<file path="src/rtl/pll_div_pkg.sv">
package pll_div_pkg;
  localparam int M_W   = 8;
  localparam int P_W   = 6;
  localparam int S_W   = 2;
  localparam int CFG_W = M_W + P_W + S_W;
  localparam int P_OFS = 2;
  localparam int M_OFS = 8;

  localparam logic [P_W-1:0] P_LO = P_W'(1);
  localparam logic [P_W-1:0] P_HI = P_W'(62);
  localparam logic [M_W-1:0] M_LO = M_W'(1);
  localparam logic [M_W-1:0] M_HI = M_W'(248);

  typedef struct packed {
    logic [M_W-1:0] m;
    logic [P_W-1:0] p;
    logic [S_W-1:0] s;
  } pll_cfg_t;

  function automatic logic cfg_ok(pll_cfg_t c);
    return (c.p >= P_LO) && (c.p <= P_HI) && (c.m >= M_LO) && (c.m <= M_HI);
  endfunction
endpackage

</file>
<file path="src/rtl/pll_cfg_ctrl.sv">
module pll_cfg_ctrl
  import pll_div_pkg::*;
#(
  parameter pll_cfg_t RST_CFG = '0
) (
  input  logic     clk,
  input  logic     rst_n,
  input  logic     wr_en,
  input  pll_cfg_t wr_cfg,
  input  logic     byp_sel,
  input  pll_cfg_t byp_cfg,
  output pll_cfg_t act_cfg,
  output logic     err
);
  pll_cfg_t stored_q;
  pll_cfg_t req;

  // Word under consideration: bypass path or stored register
  always_comb req = byp_sel ? byp_cfg : stored_q;

  always_ff @(posedge clk or negedge rst_n) begin
    if (!rst_n) begin
      stored_q <= RST_CFG;
      act_cfg  <= RST_CFG;
      err      <= 1'b0;
    end else begin
      if (wr_en) stored_q <= wr_cfg;
      err <= !cfg_ok(req);
      if (cfg_ok(req)) act_cfg <= req;
    end
  end
endmodule

</file>
<file path="src/rtl/pll_cnt_div.sv">
module pll_cnt_div #(
  parameter int CODE_W   = 6,
  parameter int OFS      = 2,
  parameter int RST_CODE = 1
) (
  input  logic              clk,
  input  logic              rst_n,
  input  logic              pd,
  input  logic              tick,
  input  logic [CODE_W-1:0] code_i,
  output logic              pulse_o
);
  localparam int CNT_W = CODE_W + 1;

  logic [CODE_W-1:0] cur_q;
  logic [CNT_W-1:0]  cnt_q;
  logic [CNT_W-1:0]  last;

  // Terminal count is ratio-1 = code + OFS - 1
  always_comb last = {1'b0, cur_q} + CNT_W'(OFS - 1);

  always_ff @(posedge clk or negedge rst_n) begin
    if (!rst_n) begin
      cur_q   <= CODE_W'(RST_CODE);
      cnt_q   <= '0;
      pulse_o <= 1'b0;
    end else if (pd) begin
      cur_q   <= code_i;
      cnt_q   <= '0;
      pulse_o <= 1'b0;
    end else begin
      pulse_o <= 1'b0;
      if (tick) begin
        if (cnt_q == last) begin
          cnt_q   <= '0;
          pulse_o <= 1'b1;
          cur_q   <= code_i;   // adopt new code at period end
        end else begin
          cnt_q <= cnt_q + 1'b1;
        end
      end
    end
  end
endmodule

</file>
<file path="src/rtl/pll_post_scale.sv">
module pll_post_scale #(
  parameter int S_W   = 2,
  parameter int RST_S = 0
) (
  input  logic           clk,
  input  logic           rst_n,
  input  logic           pd,
  input  logic           tick,
  input  logic           lvl,
  input  logic [S_W-1:0] s_i,
  output logic           out_o
);
  localparam int MAX_LOG = (1 << S_W) - 2;
  localparam int HC_W    = (MAX_LOG > 0) ? MAX_LOG : 1;

  logic [S_W-1:0]  cur_q;
  logic [HC_W-1:0] cnt_q;
  logic [HC_W-1:0] half_last;
  logic            bound;

  always_comb begin
    half_last = '0;
    if (cur_q != '0) half_last = HC_W'((32'd1 << (int'(cur_q) - 1)) - 32'd1);
  end

  // Period boundary: the edge at which the output starts a new high phase
  always_comb bound = tick && ((cur_q == '0) || ((cnt_q == half_last) && !out_o));

  always_ff @(posedge clk or negedge rst_n) begin
    if (!rst_n) begin
      cur_q <= S_W'(RST_S);
      cnt_q <= '0;
      out_o <= 1'b0;
    end else if (pd) begin
      cur_q <= s_i;
      cnt_q <= '0;
      out_o <= 1'b0;
    end else if (bound) begin
      cur_q <= s_i;
      cnt_q <= '0;
      out_o <= 1'b1;
    end else if (cur_q == '0) begin
      out_o <= lvl;
    end else if (tick) begin
      if (cnt_q == half_last) begin
        cnt_q <= '0;
        out_o <= ~out_o;
      end else begin
        cnt_q <= cnt_q + 1'b1;
      end
    end
  end
endmodule

</file>
<file path="src/rtl/pll_div_chain.sv">
module pll_div_chain
  import pll_div_pkg::*;
#(
  parameter int RST_M = 1,
  parameter int RST_P = 1,
  parameter int RST_S = 0
) (
  input  logic             clk,
  input  logic             rst_n,
  input  logic             ref_i,
  input  logic             vco_i,
  input  logic             pd_i,
  input  logic             cfg_valid_i,
  output logic             cfg_ready_o,
  input  logic [CFG_W-1:0] cfg_word_i,
  input  logic             test_sel_i,
  input  logic [CFG_W-1:0] test_word_i,
  output logic             ref_pulse_o,
  output logic             fb_pulse_o,
  output logic             clk_out_o,
  output logic             cfg_err_o
);
  localparam pll_cfg_t RST_CFG = '{m: M_W'(RST_M), p: P_W'(RST_P), s: S_W'(RST_S)};

  pll_cfg_t act;
  logic     ref_q, vco_q;
  logic     ref_rise, vco_rise;

  assign cfg_ready_o = 1'b1;

  always_ff @(posedge clk or negedge rst_n) begin
    if (!rst_n) begin
      ref_q <= 1'b0;
      vco_q <= 1'b0;
    end else begin
      ref_q <= ref_i;
      vco_q <= vco_i;
    end
  end

  always_comb begin
    ref_rise = ref_i & ~ref_q;
    vco_rise = vco_i & ~vco_q;
  end

  pll_cfg_ctrl #(.RST_CFG(RST_CFG)) u_cfg (
    .clk     (clk),
    .rst_n   (rst_n),
    .wr_en   (cfg_valid_i),
    .wr_cfg  (pll_cfg_t'(cfg_word_i)),
    .byp_sel (test_sel_i),
    .byp_cfg (pll_cfg_t'(test_word_i)),
    .act_cfg (act),
    .err     (cfg_err_o)
  );

  pll_cnt_div #(.CODE_W(P_W), .OFS(P_OFS), .RST_CODE(RST_P)) u_pre (
    .clk(clk), .rst_n(rst_n), .pd(pd_i), .tick(ref_rise),
    .code_i(act.p), .pulse_o(ref_pulse_o)
  );

  pll_cnt_div #(.CODE_W(M_W), .OFS(M_OFS), .RST_CODE(RST_M)) u_fb (
    .clk(clk), .rst_n(rst_n), .pd(pd_i), .tick(vco_rise),
    .code_i(act.m), .pulse_o(fb_pulse_o)
  );

  pll_post_scale #(.S_W(S_W), .RST_S(RST_S)) u_post (
    .clk(clk), .rst_n(rst_n), .pd(pd_i), .tick(vco_rise),
    .lvl(vco_i), .s_i(act.s), .out_o(clk_out_o)
  );
endmodule

</file>
<file path="config.mk">
export PLATFORM = sky130hd
export DESIGN_NAME = pll_div_chain
export DESIGN_NICKNAME = d
export VERILOG_FILES = /design/src/rtl/pll_div_pkg.sv /design/src/rtl/pll_cfg_ctrl.sv /design/src/rtl/pll_cnt_div.sv /design/src/rtl/pll_post_scale.sv /design/src/rtl/pll_div_chain.sv
export SDC_FILE = /design/constraint.sdc
export NUM_CORES = 1
export LEC_CHECK = 0
export ABC_CLOCK_PERIOD_IN_PS = 3100
export BUFFER_PORTS_ARGS = -buffer_cell sky130_fd_sc_hd__buf_2
export CAP_MARGIN = 0
export CORE_ASPECT_RATIO = 0.6
export CORE_MARGIN = 1
export CORE_UTILIZATION = 55
export DETAILED_ROUTE_END_ITERATION = 6
export PLACE_DENSITY = 0.72
export SYNTH_ARGS = -nofsm -noshare
export SYNTH_HDL_FRONTEND = slang
export SYNTH_HIERARCHICAL = 1
export SYNTH_SLANG_ARGS = --single-unit
</file>
<file path="constraint.sdc">
create_clock -name clk -period 3.1 [get_ports clk]
set_input_delay 0.31 -clock clk [delete_from_list [all_inputs] [get_ports clk]]
set_output_delay 0.31 -clock clk [all_outputs]
set_load 0.01 [all_outputs]
</file>
==> results.yml, run 1 <==
sta:
  hold_violations: 7
  finalSetupViolCount: 0
  relSlewSlack_pct: 41.61
  clock.fmax_mhz: 405.5
  rsz0062_at_grt: "no"
  report.final.slew_viol_count: 0
  skew_ns: 0.006217
  fin_hold_ws_ns: -0.01900
  fin_crit_ns: 2.466
  fin_tns_setup_ns: 0
  worst_slew_pin_slew_ns: 0.8759
  fin_crit_sh_pct: 79.56
worst_setup_path:
  critical_path_peak_fanout: 23
  crit_required_ns: 3.32
  crit_arrival_ns: 2.68
  timing.critical_path.from_type: "primary input"
  rrSetupSlack_ns: 0.70
  cp-end-kind: "flop"
  crit_type: "in2reg"
clocking:
  clk_path_buf_depth: 2
  holdBufCountCts: 0
  cts_sinks: 72
  worstSkewPairLatency_ns: 0.33
  htree_levels: 3
  post_cts_buffers: 0
  clkTransAtPathRegs_ns: 0.06
  cts_tree: "yes"
  cts.repair.resized: 0
  cts_buffers: 9
  root_buffer: "clkbuf_16"
pwr:
  p_sw_share_pct: 27.49
  p_clk_share_pct: 38.6
  ir_drop_mv: 0.4134
  p_total_mw: 2.676
  p_int_mw: 1.940
  p_per_area_nw_per_um2: 593.7
  power.switching_mw: 0.7355
  pwr-share-comb_pct: 17.9
  leakage_nw: 2.015
  seq_power_share_pct: 43.5
global_route:
  grt_overflow: 0
  busiest_layer: "met1"
  antenna_found_initial: 0
  grt_pass1_vias: 2543
  grt_use_met3_pct: 7.092
  grt_max_degree: 73
  grt_util_met1_pct: 34.41
  met2_usage_pct: 34.30
  grt.total_usage_pct: 23.86
  grt_pass1_wl_um: 13370
yosys:
  async_reset_ff_share_pct: 100.0
  synth-xor-area-share_pct: 6.115
  synth_area_per_cell_um2: 11.89
  yosysWarnings: 6
  synth_edf_count: 0
  synth_area_leader_cell: "dfrtp_1"
  syn_area_um2: 3949
  synth_mux_area_share_pct: 18.38
  synth_top_family_by_area: "multiplexers"
  synth_fa_ha_area_share_pct: 1.267
  yosys.cell_types.count: 69
  synth_top_area_share_pct: 41.83
  synth-seq-area-share_pct: 45.82
  synth_compound_area_share_pct: 9.918
  synthSimpleGateAreaFrac_pct: 15.02
  netlist_instances: 332
  ys.flop_type: "dfrtp_1"
  synth_fp_nets: 375
  synth_seq_cells: 72
  synth.area.top_cells: "dfrtp_1, mux2_2, dfstp_2, mux2_4, xor2_1"
place:
  place.gp.congestion: 0.7907
  dp.cells: 448
  hpwlAfterDp_um: 5835
  portBuffers: 42
status:
  violations: "design-rule violations, negative hold slack"
  status: "finished, violations left"
detailed_routing:
  dr.first_iter.drc_count: 182
  vias: 2727
  viasPerCell: 5.877
  routed_wl_um: 8284
  drc: 4
  wl_per_cell_um: 17.85
  drtPass1Iterations: 6
  antenna_left: 0
cells_and_area:
  insertedDiodeCount: 0
  layout_commonest_cell: "dfrtp_1"
  post-route-util_pct: 66.36
  syn_to_final_growth_pct: 14.13
  drive_gt1_share_pct: 36.34
  layout.nets: 415
  final_cell_count_no_fill: 464
  layout_common_cells: "dfrtp_1, mux2_2, buf_2, xor2_1"
floorplanning:
  num_rows: 23
  dieWidth_um: 111.4
  dieArea_um2: 7534
  die_h_um: 67.64
  io_pins: 44
  coreArea_um2: 6792
  start_util_pct: 58.14
hold_path:
  hp-class: "in2async"
job:
  cap_violations: 0
## synth_stat cells (all sizes together) (3+ instances only)
library cell  number
ha                 4
mux2              57
nor4               9
nand2b             3
nor2              11
nand2              4
a21boi             3
nand4              5
xor2              13
o21ai              9
nor3               9
o22ai              3
clkbuf             6
and3              13
dfstp              6
mux2i              5
nand3             12
buf                8
and2               6
a21oi             12
xnor2             12
inv               11
nor2b              7
dfrtp             66
or3                4
## metal layers
metal / share of wire, % / vias to the layer above / wire length (um)
met2: 43 / 64 / 3548
met5: 0 / - / 0
li1: - / 1303 / -
met1: 52 / 1353 / 4328
met4: 0.64 / 0 / 53
met3: 4.3 / 7 / 353
## sequential cells by signal (all words and copies together) (netlist names)
name,count
u_pre/cur_q,6
u_cfg/err,1
u_post/cnt_q,2
vco_q,1
u_pre/pulse_o,1
u_post/cur_q,2
u_cfg/act_cfg,16
ref_q,1
u_pre/cnt_q,7
u_cfg/stored_q,16
u_fb/cur_q,8
u_fb/pulse_o,1
u_post/out_o,1
u_fb/cnt_q,9
## final cells by class
class	count	area, um^2
clock buffer	10	239.0
timing repair buffer	43	230.2
fill	534	2285
tap	87	108.9
multi-input combinational	234	2006
clock inverter	6	68.82
inverter	12	45.04
sequential	72	1809
## logic make-up after synthesis
kind of cell / Yosys count
buffers and inverters: 26
other: 1
AND/OR/NAND/NOR: 91
AO/OA/AOI/OAI: 50
adder cells (fa/ha/maj): 4
multiplexers: 62
XOR/XNOR: 26
flip-flops: 72
## through the flow
step,worst slack (ns),instance area (um^2)
final,0.6337,4507
after global routing,0.5750,4507
after CTS,0.6639,4507
after detailed placement,0.3199,4199
after global placement,0.3906,4199
after floorplan,0.9319,3949
## worst paths after layout
path | startpoint | depth (start not counted) | end
max | test_sel_i | 5 | u_cfg/act_cfg[12]$_DFFE_PN0P_
min | rst_n | 2 | u_fb/cnt_q[5]$_DFFE_PN0P_
max reg2reg | u_fb/cur_q[0]$_DFFE_PN1P_ | 7 | u_fb/cur_q[1]$_DFFE_PN0P_
min reg2reg | u_cfg/stored_q[3]$_DFFE_PN0P_ | 1 | u_cfg/stored_q[3]$_DFFE_PN0P_
max in group asynchronous | rst_n | 2 | u_cfg/stored_q[8]$_DFFE_PN1P_
min in group clk | ref_i | 1 | ref_q$_DFF_PN0_
## power by group through the flow
| stage | registers (mW) | clock network [mW] | logic [mW] |
|---|---|---|---|
| finish | 1.16 | 1.03 | 0.480 |
| global route | 1.18 | 1.09 | 0.519 |
| CTS | 1.16 | 1.06 | 0.479 |
| detailed placement | 1.18 | 0 | 0.472 |
| global placement | 1.17 | 0 | 0.460 |
| floorplan | 1.13 | 0 | 0.392 |
## critical path: stages
cell     delay, ns
buf_2         0.38
mux2_2        0.42
or4_1         0.54
o311a_1       0.61
mux2_4        0.42
Note: power is estimated with default switching activity, not from simulation.
==> run 2: changes to the inputs <==
--- a/config.mk
+++ b/config.mk
@@ -5,12 +5,12 @@
 export SDC_FILE = /design/constraint.sdc
 export NUM_CORES = 1
 export LEC_CHECK = 0
-export ABC_CLOCK_PERIOD_IN_PS = 3100
+export ABC_CLOCK_PERIOD_IN_PS = 2220
 export BUFFER_PORTS_ARGS = -buffer_cell sky130_fd_sc_hd__buf_2
 export CAP_MARGIN = 0
 export CORE_ASPECT_RATIO = 0.6
 export CORE_MARGIN = 1
-export CORE_UTILIZATION = 55
+export CORE_UTILIZATION = 53
 export DETAILED_ROUTE_END_ITERATION = 6
 export PLACE_DENSITY = 0.72
 export SYNTH_ARGS = -nofsm -noshare
==> constraint.sdc (replaced) <==
create_clock -name clk -period 2.22 [get_ports clk]
set_input_delay 0.222 -clock clk [delete_from_list [all_inputs] [get_ports clk]]
set_output_delay 0.222 -clock clk [all_outputs]
set_load 0.01 [all_outputs]
==> run 2 against run 1 <==
Against the previous run: first-iteration DRC count is 3.8% higher; clock skew is 0.00082 ns lower; via count is 1.3% higher; the flow now finishes without violations; clock power is 61% higher; die area is 3.7% higher; largest power group is now clock; critical path depth is 3 higher; wire length is 1.9% higher; critical path type is now reg2reg.
==> results.yml, run 2 (synthesis gave the netlist of run 1 again) <==
floorplanning:
  coreArea_um2: 6935
  dieWidth_um: 113.4
  dieArea_um2: 7811
  start_util_pct: 56.94
  num_rows: 23
  io_pins: 44
  die_h_um: 68.86
cells_and_area:
  layout.nets: 432
  layout_commonest_cell: "dfrtp_1"
  syn_to_final_growth_pct: 21.17
  drive_gt1_share_pct: 41.37
  fill_cells: 488
  layout_common_cells: "dfrtp_1, mux2_2, buf_2, buf_4, xnor2_1"
  seq_area_um2: 1809
  reg.largest.list: "u_cfg/act_cfg: 16 flops, u_cfg/stored_q: 16 flops, u_fb/cnt_q: 9 flops"
  stdcell_area_um2: 4785
  post-route-util_pct: 68.99
  multi_input_area_um2: 2093
  final_cell_count_no_fill: 494
  insertedDiodeCount: 0
clocking:
  cts_tree: "yes"
  cts_sinks: 72
  worstSkewPairLatency_ns: 0.33
  root_buffer: "clkbuf_16"
  cts_buffers: 9
  htree_levels: 3
  clk_path_buf_depth: 2
  clkTransAtPathRegs_ns: 0.05
place:
  portBuffers: 42
  place.gp.congestion: 0.7973
  dpl_cell_area_um2: 4318
  dp.cells: 473
  hpwlAfterDp_um: 5639
worst_setup_path:
  crit_arrival_ns: 2.40
  crit_required_ns: 2.43
  r2r_start: "u_fb/cur_q[0]$_DFFE_PN1P_"
  startpoint: "u_fb/cur_q[0]$_DFFE_PN1P_"
  critical_path_peak_fanout: 5
  crit_type: "reg2reg"
  timing.critical_path.from_type: "flop"
  cp-end-kind: "flop"
detailed_routing:
  routed_wl_um: 8439
  drtPass1Iterations: 4
  vias: 2763
  drc: 0
  dr.first_iter.drc_count: 189
  antenna_left: 0
  viasPerCell: 5.593
  wl_per_cell_um: 17.08
pwr:
  ir_drop_mv: 0.7212
  leakage_nw: 2.141
  p_per_area_nw_per_um2: 848.1
  p_total_mw: 4.058
global_route:
  met2_usage_pct: 35.35
  grt.total_usage_pct: 23.70
  grt_max_degree: 73
  grt_pass1_wl_um: 13670
  antenna_found_initial: 0
  grt_util_met1_pct: 33.07
  grt_use_met3_pct: 7.343
  grt_overflow: 0
  busiest_layer: "met2"
  grt_pass1_vias: 2722
sta:
  hold_violations: 0
  clock.fmax_mhz: 456.6
  rsz0062_at_grt: "yes"
  fin_crit_sh_pct: 98.64
  report.final.slew_viol_count: 0
  fin_crit_ns: 2.190
  finalSetupViolCount: 0
  skew_ns: 0.005397
  fin_hold_ws_ns: 0.01677
hold_path:
  hp-class: "in2reg"
  hp-start: "ref_i"
job:
  cap_violations: 0
status:
  status: "complete, no violations"
## run 2: changes by cell type in the layout (fill, tap and decap cells not counted), moves of 2 or more
cell and change:
bufinv_16 +2, buf_4 +14, nor3_1 -2, nor3_2 +2
xor2_2 +2, clkinvlp_4 -4, xor2_1 -2
## run 2: timing repair
action,in CTS,in global routing
hold endpoints to repair,66,0
buffers inserted,1,2
pin swaps,4,3
endpoints found under the setup margin,11,22
hold buffers,1,0
gates cloned,1,0
resized for setup,5,7
## run 2: per-stage QoR
stage,TNS (ns),worst slack (ns)
floorplan,0,0.05186
global placement,0,0.02385
detailed placement,-0.03550,-0.01673
CTS,-0.1051,-0.02842
global route,-0.2066,-0.05921
finish,0,0.03010
## run 2: final timing paths
check | to | slack, ns | depth (start not counted)
setup / recovery | u_fb/cur_q[5]$_DFFE_PN0P_ | 0.03 | 8
hold / removal | ref_q$_DFF_PN0_ | 0.02 | 1
setup reg to reg | u_fb/cur_q[5]$_DFFE_PN0P_ | 0.03 | 8
hold reg to reg | u_post/cur_q[1]$_DFFE_PN0P_ | 0.50 | 1
max in group asynchronous | u_fb/cur_q[0]$_DFFE_PN1P_ | 1.41 | 3
min in group asynchronous | u_cfg/stored_q[9]$_DFFE_PN0P_ | 0.45 | 3
## run 2: report_power, final
part           internal, mW  switching, mW  leakage, nW
clock network          1.13          0.528        0.170
logic                 0.407          0.378         1.09
registers              1.46          0.154        0.883
## run 2: layout make-up
cell class                      instances  area share, %
Timing Repair Buffer                   59          7.636
Clock inverter                          5          2.171
Multi-Input combinational cell        235          43.75
Inverter                               12         0.9414
Sequential cell                        72          37.81
Clock buffer                           11          5.073
Tap cell                              100          2.615
## run 2: worst max-delay path, cell delays in order, from the launching register on
cell     delay [ns]
dfstp_2        0.53
inv_2          0.04
ha_4           0.26
xor2_2         0.17
nand3_2        0.13
nor4_4         0.22
buf_4          0.18
a41oi_4        0.19
mux2_4         0.34
## run 2: layer usage
layer | part of all wire [%] | vias to the layer above | wire length, um
li1 | - | 1343 | -
met1 | 50 | 1331 | 4259
met2 | 43 | 77 | 3616
met3 | 5.3 | 12 | 450
met4 | 1.3 | 0 | 112
met5 | 0 | - | 0
